<file path="src/rtl/fs_mode_pkg.sv">
package fs_mode_pkg;

  typedef enum logic [1:0] {
    SPD_SGL  = 2'b00,
    SPD_DBL  = 2'b01,
    SPD_QD   = 2'b10,
    SPD_NONE = 2'b11
  } spd_e;

  localparam int          NUM_RATIOS = 6;
  localparam logic [2:0]  RATIO_NONE = 3'b111;

  // 128,192,256,384,512,768
  function automatic int ratio_nominal(input int idx);
    int base;
    base = 128 << (idx >> 1);
    return (idx % 2 == 1) ? base + base / 2 : base;
  endfunction

  function automatic logic ratio_legal(input spd_e m, input logic [2:0] code);
    logic ok;
    case (m)
      SPD_SGL: ok = (code >= 3'd2) && (code <= 3'd5);
      SPD_DBL: ok = (code <= 3'd3);
      SPD_QD:  ok = (code <= 3'd1);
      default: ok = 1'b0;
    endcase
    return ok;
  endfunction

endpackage

</file>
<file path="src/rtl/fs_frame_meter.sv">
module fs_frame_meter #(
  parameter int PER_SAT = 25001,
  parameter int PER_W   = 15,
  parameter int MCK_W   = 11
) (
  input  logic             clk_i,
  input  logic             rst_ni,
  input  logic             frame_clk_i,
  input  logic             mclk_en_i,
  output logic             meas_o,
  output logic             stall_o,
  output logic [PER_W-1:0] period_o,
  output logic [MCK_W-1:0] mck_o
);

  logic [2:0]       sync_q;
  logic             rise;
  logic             armed_q;
  logic [PER_W-1:0] per_q;
  logic [MCK_W-1:0] mck_q;
  logic             mck_full;

  assign rise     = sync_q[1] & ~sync_q[2];
  assign mck_full = (mck_q == {MCK_W{1'b1}});
  assign stall_o  = !rise && (per_q == PER_W'(PER_SAT));
  assign meas_o   = rise && armed_q;
  assign period_o = per_q;
  // count of this frame includes a pulse coincident with the closing edge
  assign mck_o    = (mclk_en_i && !mck_full) ? mck_q + MCK_W'(1) : mck_q;

  always_ff @(posedge clk_i or negedge rst_ni) begin
    if (!rst_ni) begin
      sync_q  <= '0;
      armed_q <= 1'b0;
      per_q   <= '0;
      mck_q   <= '0;
    end else begin
      sync_q <= {sync_q[1:0], frame_clk_i};
      if (rise) begin
        armed_q <= 1'b1;
        per_q   <= PER_W'(1);
        mck_q   <= '0;
      end else begin
        if (stall_o) armed_q <= 1'b0;
        if (per_q != PER_W'(PER_SAT)) per_q <= per_q + PER_W'(1);
        if (mclk_en_i && !mck_full) mck_q <= mck_q + MCK_W'(1);
      end
    end
  end

endmodule

</file>
<file path="src/rtl/fs_rate_class.sv">
module fs_rate_class
  import fs_mode_pkg::*;
#(
  parameter int PER_W   = 15,
  parameter int QD_MIN  = 500,
  parameter int QD_MAX  = 588,
  parameter int DBL_MIN = 1000,
  parameter int DBL_MAX = 1190,
  parameter int SGL_MIN = 2000,
  parameter int SGL_MAX = 25000
) (
  input  logic [PER_W-1:0] period_i,
  output spd_e             cls_o
);

  int p;

  always_comb begin
    p = int'(period_i);
    if (p >= QD_MIN && p <= QD_MAX)        cls_o = SPD_QD;
    else if (p >= DBL_MIN && p <= DBL_MAX) cls_o = SPD_DBL;
    else if (p >= SGL_MIN && p <= SGL_MAX) cls_o = SPD_SGL;
    else                                   cls_o = SPD_NONE;
  end

endmodule

</file>
<file path="src/rtl/fs_mode_filter.sv">
module fs_mode_filter
  import fs_mode_pkg::*;
#(
  parameter int ACCEPT = 4
) (
  input  logic clk_i,
  input  logic rst_ni,
  input  logic meas_i,
  input  logic stall_i,
  input  spd_e cls_i,
  output spd_e mode_o
);

  localparam int CW = $clog2(ACCEPT + 1);

  spd_e          cand_q;
  spd_e          mode_q;
  logic [CW-1:0] hcnt_q;
  logic [CW-1:0] hnxt;

  always_comb begin
    if (cls_i != cand_q)                hnxt = CW'(1);
    else if (hcnt_q == CW'(ACCEPT))     hnxt = hcnt_q;
    else                                hnxt = hcnt_q + CW'(1);
  end

  always_ff @(posedge clk_i or negedge rst_ni) begin
    if (!rst_ni) begin
      cand_q <= SPD_NONE;
      hcnt_q <= '0;
      mode_q <= SPD_NONE;
    end else if (stall_i) begin
      cand_q <= SPD_NONE;
      hcnt_q <= '0;
      mode_q <= SPD_NONE;
    end else if (meas_i) begin
      cand_q <= cls_i;
      hcnt_q <= hnxt;
      if (hnxt == CW'(ACCEPT)) mode_q <= cls_i;
    end
  end

  assign mode_o = mode_q;

endmodule

</file>
<file path="src/rtl/fs_ratio_check.sv">
module fs_ratio_check
  import fs_mode_pkg::*;
#(
  parameter int MCK_W     = 11,
  parameter int RATIO_TOL = 2
) (
  input  logic             clk_i,
  input  logic             rst_ni,
  input  logic             meas_i,
  input  logic             stall_i,
  input  logic [MCK_W-1:0] mck_i,
  input  spd_e             mode_i,
  output logic [2:0]       code_o,
  output logic             valid_o
);

  logic [NUM_RATIOS-1:0] hit;
  logic [2:0]            code_d;
  logic [2:0]            code_q;

  for (genvar i = 0; i < NUM_RATIOS; i++) begin : g_nom
    localparam int NOM = ratio_nominal(i);
    assign hit[i] = (int'(mck_i) >= NOM - RATIO_TOL) && (int'(mck_i) <= NOM + RATIO_TOL);
  end

  always_comb begin
    code_d = RATIO_NONE;
    for (int i = NUM_RATIOS - 1; i >= 0; i--) begin
      if (hit[i]) code_d = 3'(i);
    end
  end

  always_ff @(posedge clk_i or negedge rst_ni) begin
    if (!rst_ni)      code_q <= RATIO_NONE;
    else if (stall_i) code_q <= RATIO_NONE;
    else if (meas_i)  code_q <= code_d;
  end

  assign code_o  = code_q;
  assign valid_o = (mode_i != SPD_NONE) && ratio_legal(mode_i, code_q);

endmodule

</file>
<file path="src/rtl/fs_mode_detect.sv">
module fs_mode_detect
  import fs_mode_pkg::*;
#(
  parameter int REF_HZ     = 100_000_000,
  parameter int SGL_LO_HZ  = 4_000,
  parameter int SGL_HI_HZ  = 50_000,
  parameter int DBL_LO_HZ  = 84_000,
  parameter int DBL_HI_HZ  = 100_000,
  parameter int QD_LO_HZ   = 170_000,
  parameter int QD_HI_HZ   = 200_000,
  parameter int ACCEPT     = 4,
  parameter int RATIO_TOL  = 2
) (
  input  logic       clk_i,
  input  logic       rst_ni,
  input  logic       frame_clk_i,
  input  logic       mclk_en_i,
  input  logic       deemph_req_i,
  output logic [1:0] mode_o,
  output logic       mode_valid_o,
  output logic [2:0] ratio_code_o,
  output logic       ratio_valid_o,
  output logic       deemph_en_o
);

  localparam int QD_MIN  = (REF_HZ + QD_HI_HZ - 1) / QD_HI_HZ;
  localparam int QD_MAX  = REF_HZ / QD_LO_HZ;
  localparam int DBL_MIN = (REF_HZ + DBL_HI_HZ - 1) / DBL_HI_HZ;
  localparam int DBL_MAX = REF_HZ / DBL_LO_HZ;
  localparam int SGL_MIN = (REF_HZ + SGL_HI_HZ - 1) / SGL_HI_HZ;
  localparam int SGL_MAX = REF_HZ / SGL_LO_HZ;
  localparam int PER_SAT = SGL_MAX + 1;
  localparam int PER_W   = $clog2(PER_SAT + 1);
  localparam int MCK_W   = $clog2(768 + RATIO_TOL + 1) + 1;

  logic             meas_w;
  logic             stall_w;
  logic [PER_W-1:0] period_w;
  logic [MCK_W-1:0] mck_w;
  spd_e             cls_w;
  spd_e             mode_w;

  fs_frame_meter #(.PER_SAT(PER_SAT), .PER_W(PER_W), .MCK_W(MCK_W)) u_meter (
    .clk_i       (clk_i),
    .rst_ni      (rst_ni),
    .frame_clk_i (frame_clk_i),
    .mclk_en_i   (mclk_en_i),
    .meas_o      (meas_w),
    .stall_o     (stall_w),
    .period_o    (period_w),
    .mck_o       (mck_w)
  );

  fs_rate_class #(
    .PER_W(PER_W), .QD_MIN(QD_MIN), .QD_MAX(QD_MAX), .DBL_MIN(DBL_MIN),
    .DBL_MAX(DBL_MAX), .SGL_MIN(SGL_MIN), .SGL_MAX(SGL_MAX)
  ) u_class (
    .period_i (period_w),
    .cls_o    (cls_w)
  );

  fs_mode_filter #(.ACCEPT(ACCEPT)) u_filter (
    .clk_i   (clk_i),
    .rst_ni  (rst_ni),
    .meas_i  (meas_w),
    .stall_i (stall_w),
    .cls_i   (cls_w),
    .mode_o  (mode_w)
  );

  fs_ratio_check #(.MCK_W(MCK_W), .RATIO_TOL(RATIO_TOL)) u_ratio (
    .clk_i   (clk_i),
    .rst_ni  (rst_ni),
    .meas_i  (meas_w),
    .stall_i (stall_w),
    .mck_i   (mck_w),
    .mode_i  (mode_w),
    .code_o  (ratio_code_o),
    .valid_o (ratio_valid_o)
  );

  assign mode_o       = mode_w;
  assign mode_valid_o = (mode_w != SPD_NONE);
  assign deemph_en_o  = deemph_req_i && (mode_w == SPD_SGL);

endmodule

</file>
<file path="config.mk">
export PLATFORM = sky130hd
export DESIGN_NAME = fs_mode_detect
export DESIGN_NICKNAME = d
export VERILOG_FILES = /design/src/rtl/fs_mode_pkg.sv /design/src/rtl/fs_frame_meter.sv /design/src/rtl/fs_rate_class.sv /design/src/rtl/fs_mode_filter.sv /design/src/rtl/fs_ratio_check.sv /design/src/rtl/fs_mode_detect.sv
export SDC_FILE = /design/constraint.sdc
export NUM_CORES = 1
export LEC_CHECK = 0
export BUFFER_PORTS_ARGS = -buffer_cell sky130_fd_sc_hd__clkbuf_2
export CAP_MARGIN = 20
export CORE_MARGIN = 5
export CORE_UTILIZATION = 53
export DETAILED_ROUTE_END_ITERATION = 7
export PLACE_DENSITY = 0.67
export RECOVER_POWER = 50
export SYNTH_ARGS = -nofsm -noshare
export SYNTH_HDL_FRONTEND = slang
export SYNTH_SLANG_ARGS = --single-unit
</file>
<file path="constraint.sdc">
create_clock -name clk_i -period 5.31 [get_ports clk_i]
set_input_delay 0.531 -clock clk_i [delete_from_list [all_inputs] [get_ports clk_i]]
set_output_delay 0.531 -clock clk_i [all_outputs]
set_load 0.05 [all_outputs]
</file>
==> results of run 1 <==
[through the flow]
stage                     hold slack, ns  util (%)
after CTS                         0.3341     58.52
after global placement            0.3328     56.24
after global routing              0.3268     58.49
after floorplan                   0.2354         -
final                             0.3462     58.49
after detailed placement          0.3477     56.24
[power by group]
| part | total (µW) | internal (µW) | leakage (µW) | switching (µW) |
|---|---|---|---|---|
| logic | 263 | 88.6 | 0.000618 | 174 |
| registers | 413 | 352 | 0.000508 | 61.2 |
| clock network | 243 | 139 | 0.0000552 | 103 |
| total | 919 | 580 | 0.00118 | 339 |
[path summary, 6_finish.rpt]
kind                                        end  slack, ns  cells past startpoint
setup / recovery              u_ratio.code_o[0]       2.36                      9
hold / removal                u_meter.sync_q[0]       0.35                      1
setup reg to reg              u_ratio.code_o[0]       2.36                      9
hold reg to reg               u_meter.sync_q[1]       0.36                      0
max in group asynchronous  u_meter.period_o[10]       3.33                      2
min in group asynchronous      u_meter.mck_q[7]       0.36                      1
[final cells by class]
type | instances | area, µm²
clock buffers | 6 | 72.57
multi-input cells | 230 | 1461
inverters | 9 | 33.78
fillers | 423 | 1961
well taps | 67 | 83.83
clock inverters | 2 | 35.03
repair buffers | 14 | 66.31
flip-flops and latches | 40 | 1010
[sequential cells by signal, summed over array words and instances, names as in the netlist]
register,count
u_filter.cand_q,2
u_filter.hcnt_q,3
u_filter.mode_o,2
u_meter.armed_q,1
u_meter.mck_q,11
u_meter.period_o,15
u_meter.sync_q,3
u_ratio.code_o,3
[cell families after synthesis]
logic type	after synthesis	share of synthesized area [%]
AO/OA/AOI/OAI	67	17.56
multiplexers	3	1.212
adder cells (fa/ha/maj)	6	2.910
buffers and inverters	22	4.316
flip-flops	40	39.14
AND/OR/NAND/NOR	135	28.42
XOR/XNOR	19	6.450
[synth_stat cells (2+ instances only)]
| cell type | number | share of area [%] |
|---|---|---|
| nand2b_1 | 3 | 0.73 |
| nand4_1 | 11 | 2.7 |
| and2_2 | 2 | 0.58 |
| and3_1 | 4 | 0.97 |
| inv_1 | 9 | 1.3 |
| a31oi_1 | 3 | 0.73 |
| a21oi_1 | 13 | 2.5 |
| xnor2_1 | 5 | 1.7 |
| nor3_1 | 12 | 2.3 |
| a211oi_1 | 4 | 1.2 |
| a21boi_0 | 2 | 0.58 |
| nor2_1 | 39 | 5.7 |
| o31ai_1 | 4 | 1.2 |
| o21ai_0 | 19 | 3.7 |
| o211ai_1 | 3 | 0.87 |
| nor3b_1 | 2 | 0.58 |
| ha_1 | 6 | 2.9 |
| clkbuf_1 | 6 | 0.87 |
| or2b_2 | 2 | 0.68 |
| xor2_1 | 14 | 4.8 |
| mux2i_1 | 2 | 0.78 |
| and4_1 | 3 | 1.0 |
| buf_2 | 3 | 0.58 |
| nor4_1 | 5 | 1.2 |
| dfstp_2 | 7 | 7.1 |
| nand3_1 | 7 | 1.4 |
| or3_1 | 7 | 1.7 |
| nand2_1 | 20 | 2.9 |
| buf_4 | 2 | 0.58 |
| nor2b_1 | 5 | 1.2 |
| o21ai_1 | 2 | 0.39 |
| dfrtp_1 | 33 | 32 |
| nor4b_1 | 2 | 0.68 |
| nand4_2 | 2 | 0.97 |
[worst max-delay path: stages, from the launching register on]
cell and delay, ns:
dfrtp_1 0.46, ha_1 0.34, nand4_2 0.27, o311a_1 0.45, xnor2_1 0.16, or3_1 0.41
or4_4 0.45, nand2b_4 0.16, a21oi_2 0.13, o21ai_1 0.06
[layer usage]
| layer | track usage [%] | vias up |
|---|---|---|
| met5 | 0 | - |
| met4 | 4.054 | 0 |
| met3 | 3.386 | 2 |
| met2 | 27.63 | 34 |
| met1 | 26.26 | 997 |
| li1 | - | 1079 |
==> impl_metrics.json, run 1 <==
{
  "worstHoldPathType": "input pin to flop",
  "p_leak_uw": 0.001181,
  "layout_common_cells": "39 x nor2_1, 33 x dfrtp_1, 20 x nand2_1",
  "die_y_um": 79.77,
  "wl_met1_um": 2646,
  "path_clk_slew_ns": 0.08,
  "yosysWarningCount": 0,
  "crit_arrival_ns": 3.17,
  "antenna_found_initial": 0,
  "r2r-start": "u_meter.mck_q[0]",
  "path_max_fanout": 8,
  "final_common_cell": "nor2_1",
  "fmax_mhz": 339.4,
  "cp-start-kind": "flop",
  "outcome": "finished clean",
  "antenna_cells": 0,
  "fin_nets": 311,
  "fp.dieW_um": 79.77,
  "fin_ws_ns": 2.363,
  "dr_wl_met3_um": 179,
  "seq_area_frac_synth_pct": 39.14,
  "power_density_nw_per_um2": 332.7,
  "port_buffers": 12,
  "drt_iter0_drc": 119,
  "peakVddDrop_uv": 199.1,
  "min_period_over_period_pct": 55.49,
  "rsz0062_at_grt": "false",
  "report.power.total_uw": 919.1,
  "syn_nets": 303,
  "placed_cells_incl_taps": 359,
  "post_cts_buffers": 0,
  "slew-limit-headroom_pct": 18.78,
  "dp_slack_ns": 2.405,
  "clock_tree.buffer_depth": 2,
  "drive_above_1_share_pct": 14.29,
  "clk_latency_ns": 0.29,
  "track_usage_pct": 17.97,
  "vias": 2112,
  "avgSynthCellArea_um2": 8.836,
  "startpoint": "u_meter.mck_q[0]",
  "area_growth_pct": 7.081,
  "hpwl_um": 3755,
  "cp.required_ns": 5.53,
  "grt.overflow.total": 0,
  "place.gp.congestion": 0.8484,
  "first_pass_iters": 4,
  "crit_type": "flop to flop",
  "finalHoldViolations": 0,
  "drt_wl_total_um": 5190,
  "setup_viol": 0,
  "ys_seq_elements": 40,
  "top_layer_used": "met4",
  "cts.sinks": 40,
  "skew_ns": 0.005922,
  "final_antenna_net_count": 0,
  "async_reset_ff_share_pct": 100.0,
  "finalNonFillerCells": 368,
  "syn_area_um2": 2580,
  "cts_root_buffer": "clkbuf_8",
  "grt_max_degree": 41,
  "synth-edff-count": 0,
  "avgViaCountPerCell": 5.739,
  "ctsHoldBuffers": 0,
  "met2_length_um": 2348,
  "grt_pass1_vias": 1932,
  "synth-main-ff-cell": "dfrtp_1",
  "placed_area_um2": 2656,
  "period_needed_ns": 2.947,
  "io_pins": 13,
  "wl_per_cell_um": 14.10,
  "post_cts_resized": 0,
  "num_rows": 25,
  "crit_path_end_kind": "flop",
  "dieArea_um2": 6363,
  "drv_slew": 0,
  "worst_slew_pin_slew_ns": 1.218,
  "netlist-cell-type-count": 63,
  "netlist_instances": 292,
  "cts_tree": "done",
  "coreArea_um2": 4723,
  "tns_ns": 0,
  "cts_inserted_buffers": 5,
  "cap_violations": 0,
  "fin_area_um2": 2763,
  "hold_start": "frame_clk_i",
  "htreeDepth": 2,
  "start_util_pct": 54.62,
  "drc": 0,
  "grt_pass1_wl_um": 9142
}
No activity file was read; power rests on OpenSTA's default activity.
==> run 2, diff against run 1 <==
--- a/config.mk
+++ b/config.mk
@@ -10,7 +10,7 @@
 export CORE_MARGIN = 5
 export CORE_UTILIZATION = 53
 export DETAILED_ROUTE_END_ITERATION = 7
-export PLACE_DENSITY = 0.67
+export PLACE_DENSITY = 0.7
 export RECOVER_POWER = 50
 export SYNTH_ARGS = -nofsm -noshare
 export SYNTH_HDL_FRONTEND = slang
==> constraint.sdc (replaced) <==
create_clock -name clk_i -period 2.4 [get_ports clk_i]
set_input_delay 0.24 -clock clk_i [delete_from_list [all_inputs] [get_ports clk_i]]
set_output_delay 0.24 -clock clk_i [all_outputs]
set_load 0.05 [all_outputs]
==> run 2 against run 1 <==
The run now ends with setup timing left. Setup slack worse by 2.4 ns. Wire length up 11%. Sequential power up 120%. Global-route usage up 1.9 points. Highest routed layer unchanged.
==> impl_metrics.json, run 2 (synthesis results as in run 1) <==
{
  "wl_met1_um": 2771,
  "outcome": "finished with violations",
  "num_rows": 25,
  "rsz0062_at_grt": "true",
  "grt_pass1_vias": 2219,
  "cp_slowest_cell": "or4_4",
  "antenna_cells": 0,
  "place.gp.congestion": 0.8981,
  "path_max_fanout": 6,
  "largest_reg_flops": 15,
  "fin_area_um2": 3092,
  "worst_slew_pin_slew_ns": 0.8918,
  "p_leak_uw": 0.001363,
  "hpwl_um": 4278,
  "drv_slew": 0,
  "fmax_mhz": 415.0,
  "setup_viol": 1,
  "start_util_pct": 54.62,
  "final_common_cell": "nor2_1",
  "dr_wl_met3_um": 171,
  "cp-start-kind": "flop",
  "dieArea_um2": 6363,
  "path_cells": "ha_4 > nand4_4 > o311a_4 > xnor2_2 > or3_4 > or4_4 > nand2b_4 > a21oi_2 > o21ai_1",
  "peakVddDrop_uv": 340.2,
  "cts_root_buffer": "clkbuf_8",
  "grt_pass1_wl_um": 10170,
  "met2_length_um": 2749,
  "crit_arrival_ns": 2.63,
  "clk_latency_ns": 0.29,
  "top_layer_used": "met4",
  "cts_tree": "done",
  "htreeDepth": 2,
  "final_util_pct": 65.46,
  "finalHoldViolations": 0,
  "dp_slack_ns": -0.006240,
  "crit_path_end_kind": "flop",
  "final_antenna_net_count": 0,
  "period_needed_ns": 2.410,
  "slowest_delay_ns": 0.45,
  "coreArea_um2": 4723,
  "violations": "setup timing",
  "fin_ws_ns": -0.009600,
  "path_clk_slew_ns": 0.08,
  "hold_ws_ns": 0.05332,
  "slew-limit-headroom_pct": 40.54,
  "fin_nets": 344,
  "avgViaCountPerCell": 5.798,
  "cap_violations": 0,
  "cts.sinks": 40,
  "min_period_over_period_pct": 100.4,
  "clock_tree.buffer_depth": 2,
  "wl_per_cell_um": 14.33,
  "skew_ns": 0.005070,
  "power_density_nw_per_um2": 668.3,
  "drt_wl_total_um": 5747,
  "worstHoldPathType": "input pin to flop",
  "cts_inserted_buffers": 5,
  "critPathTopFamily": "simple AND/OR/NAND/NOR gates",
  "io_pins": 13,
  "port_buffers": 12,
  "area_growth_pct": 19.84,
  "antenna_found_initial": 0,
  "drt_iter0_drc": 87,
  "drive_above_1_share_pct": 26.95,
  "grt_max_degree": 25,
  "layout_common_cells": "39 x nor2_1, 32 x buf_4, 28 x dfrtp_1",
  "grt.overflow.total": 0,
  "cp.required_ns": 2.62,
  "placed_area_um2": 2925,
  "die_y_um": 79.77,
  "drc": 0,
  "first_pass_iters": 4,
  "vias": 2325,
  "track_usage_pct": 19.89,
  "fillers": 407,
  "path_buf_inv": 0,
  "fp.dieW_um": 79.77,
  "crit_type": "flop to flop",
  "tns_ns": -0.009600
}
[run 2: changes by cell type in the layout (fill, tap and decap cells not counted), sizes merged]
cell         previous run  this run
dlygate4sd3             0         1
buf                     0        32
bufinv                  1         0
clkbuf                 20        21
clkinvlp                0         1
clkinv                  1         0
[run 2: final cells by class]
cell class | count | area, µm² | share of cell area, %
clock inverter | 1 | 7.507 | 0.2428
inverter | 9 | 33.78 | 1.093
clock buffer | 7 | 86.33 | 2.792
sequential | 40 | 1016 | 32.86
multi-input combinational | 230 | 1548 | 50.06
tap | 67 | 83.83 | 2.711
timing repair buffer | 47 | 316.6 | 10.24
[run 2: layer usage]
metal / vias up / GRT usage [%]
met3: 6 / 3.725
met4: 0 / 4.561
met5: - / 0
met1: 1141 / 26.02
met2: 35 / 34.06
li1: 1143 / -
[run 2: metrics by stage]
stage,instances,total power [µW]
global placement,388,1566
detailed placement,388,1586
CTS,398,2066
global route,401,2204
floorplan,292,1397
finish,401,2066
[run 2: path summary, 6_finish.rpt]
kind                              startpoint  cells after the start                  to  slack [ns]
min reg2reg                u_meter.sync_q[0]                      0   u_meter.sync_q[1]        0.35
min in group asynchronous             rst_ni                      2  u_filter.hcnt_q[2]        0.46
max reg2reg                 u_meter.mck_q[1]                      9   u_ratio.code_o[0]       -0.01
max                         u_meter.mck_q[1]                      9   u_ratio.code_o[0]       -0.01
max in group asynchronous             rst_ni                      3    u_meter.mck_q[2]        0.67
min                              frame_clk_i                      1   u_meter.sync_q[0]        0.05
[run 2: power breakdown]
group | leakage, µW | switching (µW) | internal, µW
sequential | 0.000500 | 120 | 783
clock | 0.0000445 | 234 | 234
combinational | 0.000818 | 437 | 258
[run 2: worst reg2reg max path: stages, from the launching register on]
cell and delay, ns:
dfrtp_2 0.39, ha_4 0.17, nand4_4 0.14, o311a_4 0.36, xnor2_2 0.15, or3_4 0.34
or4_4 0.45, nand2b_4 0.16, a21oi_2 0.12, o21ai_1 0.06
[run 2: repair_timing]
item                       4_1_cts  5_1_grt
hold endpoints to repair         5        0
setup endpoints to repair        3        7
setup buffers                    1        3
gates cloned                     0        0
gates resized for setup          0       12
pin swaps                        0        3
hold buffers                     1        0
==> run 3, diff against run 2 <==
--- a/config.mk
+++ b/config.mk
@@ -10,7 +10,7 @@
 export CORE_MARGIN = 5
 export CORE_UTILIZATION = 53
 export DETAILED_ROUTE_END_ITERATION = 7
-export PLACE_DENSITY = 0.7
+export PLACE_DENSITY = 0.75
 export RECOVER_POWER = 50
 export SYNTH_ARGS = -nofsm -noshare
 export SYNTH_HDL_FRONTEND = slang
==> run 3 against run 2 <==
The run still ends with setup timing left. Sequential share of layout area down 0.57 points. Clock power is 19% higher. Setup slack got worse by 0.026 ns. Sequential cell count unchanged. Cell count did not move. Largest power group unchanged. Design area grew 2.1%.
==> impl_metrics.json, run 3 (synthesis results as in run 1) <==
{
  "outcome": "finished with violations",
  "violations": "setup timing",
  "r2r-start": "u_meter.mck_q[0]",
  "coreArea_um2": 4723,
  "fin_ws_ns": -0.03522,
  "fmax_mhz": 410.6,
  "port_buffers": 12,
  "track_usage_pct": 20.66,
  "hold_start": "frame_clk_i",
  "hold_ws_ns": 0.05430,
  "fin_nets": 344,
  "antenna_cells": 0,
  "drt_wl_total_um": 6345,
  "cts_root_buffer": "clkbuf_8",
  "place.gp.congestion": 0.9235,
  "cts_tree": "done",
  "fp.dieW_um": 79.77,
  "wl_per_cell_um": 15.82,
  "fillers": 380,
  "antenna_found_initial": 0,
  "worstHoldPathCells": 1,
  "fin_area_um2": 3158,
  "area_growth_pct": 22.41,
  "final_common_cell": "nor2_1",
  "cts.sinks": 40,
  "cp-start-kind": "flop",
  "final_antenna_net_count": 0,
  "reg2regPathDepth": 9,
  "r2r_end": "u_ratio.code_o[0]",
  "r2r_slack_ns": -0.04,
  "first_pass_iters": 5,
  "crit_type": "flop to flop",
  "vias": 2390,
  "placed_area_um2": 2910,
  "start_util_pct": 54.62,
  "grt_pass1_wl_um": 10410,
  "htreeDepth": 2,
  "cap_violations": 0,
  "slew-limit-headroom_pct": 29.04,
  "io_pins": 13,
  "grt.overflow.total": 0,
  "slowest_delay_ns": 0.44,
  "clk_latency_ns": 0.30,
  "rsz0062_at_grt": "true",
  "crit_path_end_kind": "flop",
  "drv_slew": 0,
  "grt_pass1_vias": 2167,
  "finalHoldViolations": 0,
  "grt_max_degree": 28,
  "p_leak_uw": 0.001378,
  "cts_inserted_buffers": 5,
  "path_max_fanout": 6,
  "period_needed_ns": 2.435,
  "skew_ns": 0.01265,
  "crit_arrival_ns": 2.66,
  "num_rows": 25,
  "drc": 0,
  "holdPathEnd": "u_meter.sync_q[0]",
  "path_cells": "ha_4 > nand4_4 > o311a_4 > xnor2_4 > or3_4 > or4_4 > nand2b_4 > a21oi_2 > o21ai_1",
  "largest_reg_flops": 15,
  "dieArea_um2": 6363,
  "tns_ns": -0.04012,
  "clock_tree.buffer_depth": 2,
  "drt_iter0_drc": 190,
  "report.power.total_uw": 2190,
  "layout_common_cells": "38 x nor2_1, 32 x buf_4, 25 x dfrtp_1",
  "worst_slew_pin_slew_ns": 1.064,
  "power_density_nw_per_um2": 693.4,
  "avgViaCountPerCell": 5.960,
  "die_y_um": 79.77,
  "min_period_over_period_pct": 101.5,
  "cp.required_ns": 2.63,
  "hpwl_um": 4338,
  "drive_above_1_share_pct": 29.94,
  "setup_viol": 2,
  "worstHoldPathType": "input pin to flop",
  "dp_slack_ns": -0.007152,
  "cp_slowest_cell": "or4_4",
  "peakVddDrop_uv": 438.2,
  "path_clk_slew_ns": 0.09
}
-- run 3: cell count changes in the layout (fill, tap and decap cells not counted), moves of 2 or more --
| cell | previous run | this run |
|---|---|---|
| a21oi_2 | 1 | 3 |
| dfrtp_1 | 28 | 25 |
| a21oi_1 | 13 | 11 |
| o21ai_0 | 18 | 16 |
| dfrtp_2 | 5 | 8 |
-- run 3: worst max path at each step --
stage                           startpoint                end  slack [ns]  cells past startpoint
after detailed placement  u_meter.mck_q[1]  u_ratio.code_o[0]      -0.007                      9
after global placement    u_meter.mck_q[1]  u_ratio.code_o[0]        0.04                      9
after global routing      u_meter.mck_q[0]  u_ratio.code_o[2]       -0.14                      9
after floorplan           u_meter.mck_q[1]  u_ratio.code_o[0]        0.02                      9
after CTS                 u_meter.mck_q[0]  u_ratio.code_o[0]       0.006                      9
final                     u_meter.mck_q[0]  u_ratio.code_o[0]       -0.04                      9
-- run 3: what timing repair did --
action | 4_1_cts | 5_1_grt
endpoints found under the setup margin | 4 | 8
endpoints found under the hold margin | 4 | 0
gates resized for setup | 1 | 24
pin swaps | 0 | 5
hold buffers | 1 | 0
buffers inserted | 1 | 5
-- run 3: worst max-delay path: cells and delay by family (launching register included) --
family / cells / cell delay, ns
simple gates: 4 / 1.08
flops: 1 / 0.40
compound gates: 3 / 0.56
fa+ha+maj: 1 / 0.19
xor+xnor: 1 / 0.14
-- run 3: report_power, final --
part	total, µW	leakage [µW]	switching [µW]	internal [µW]
clock network	556	0.0000541	248	308
logic	733	0.000827	468	265
registers	902	0.000496	118	783
-- run 3: final cells by class --
type	count	area (µm²)	share of cell area, %
clock buffer	5	68.82	2.179
clock inverter	3	42.54	1.347
inverter	9	33.78	1.070
tap	67	83.83	2.655
sequential	40	1020	32.29
multi-input combinational	230	1593	50.44
timing repair buffer	47	316.6	10.02
-- run 3: layer usage --
metal | vias to the layer above | wire, µm | track usage (%)
li1 | 1147 | - | -
met1 | 1155 | 2900 | 28.65
met2 | 74 | 3045 | 32.80
met3 | 14 | 295 | 4.176
met4 | 0 | 104 | 5.743
met5 | - | 0 | 0
-- run 3: through the flow --
| step | std cells | utilization [%] |
|---|---|---|
| floorplan | 292 | - |
| global placement | 386 | 61.62 |
| detailed placement | 386 | 61.62 |
| CTS | 396 | 64.48 |
| global route | 401 | 66.86 |
| finish | 401 | 66.86 |
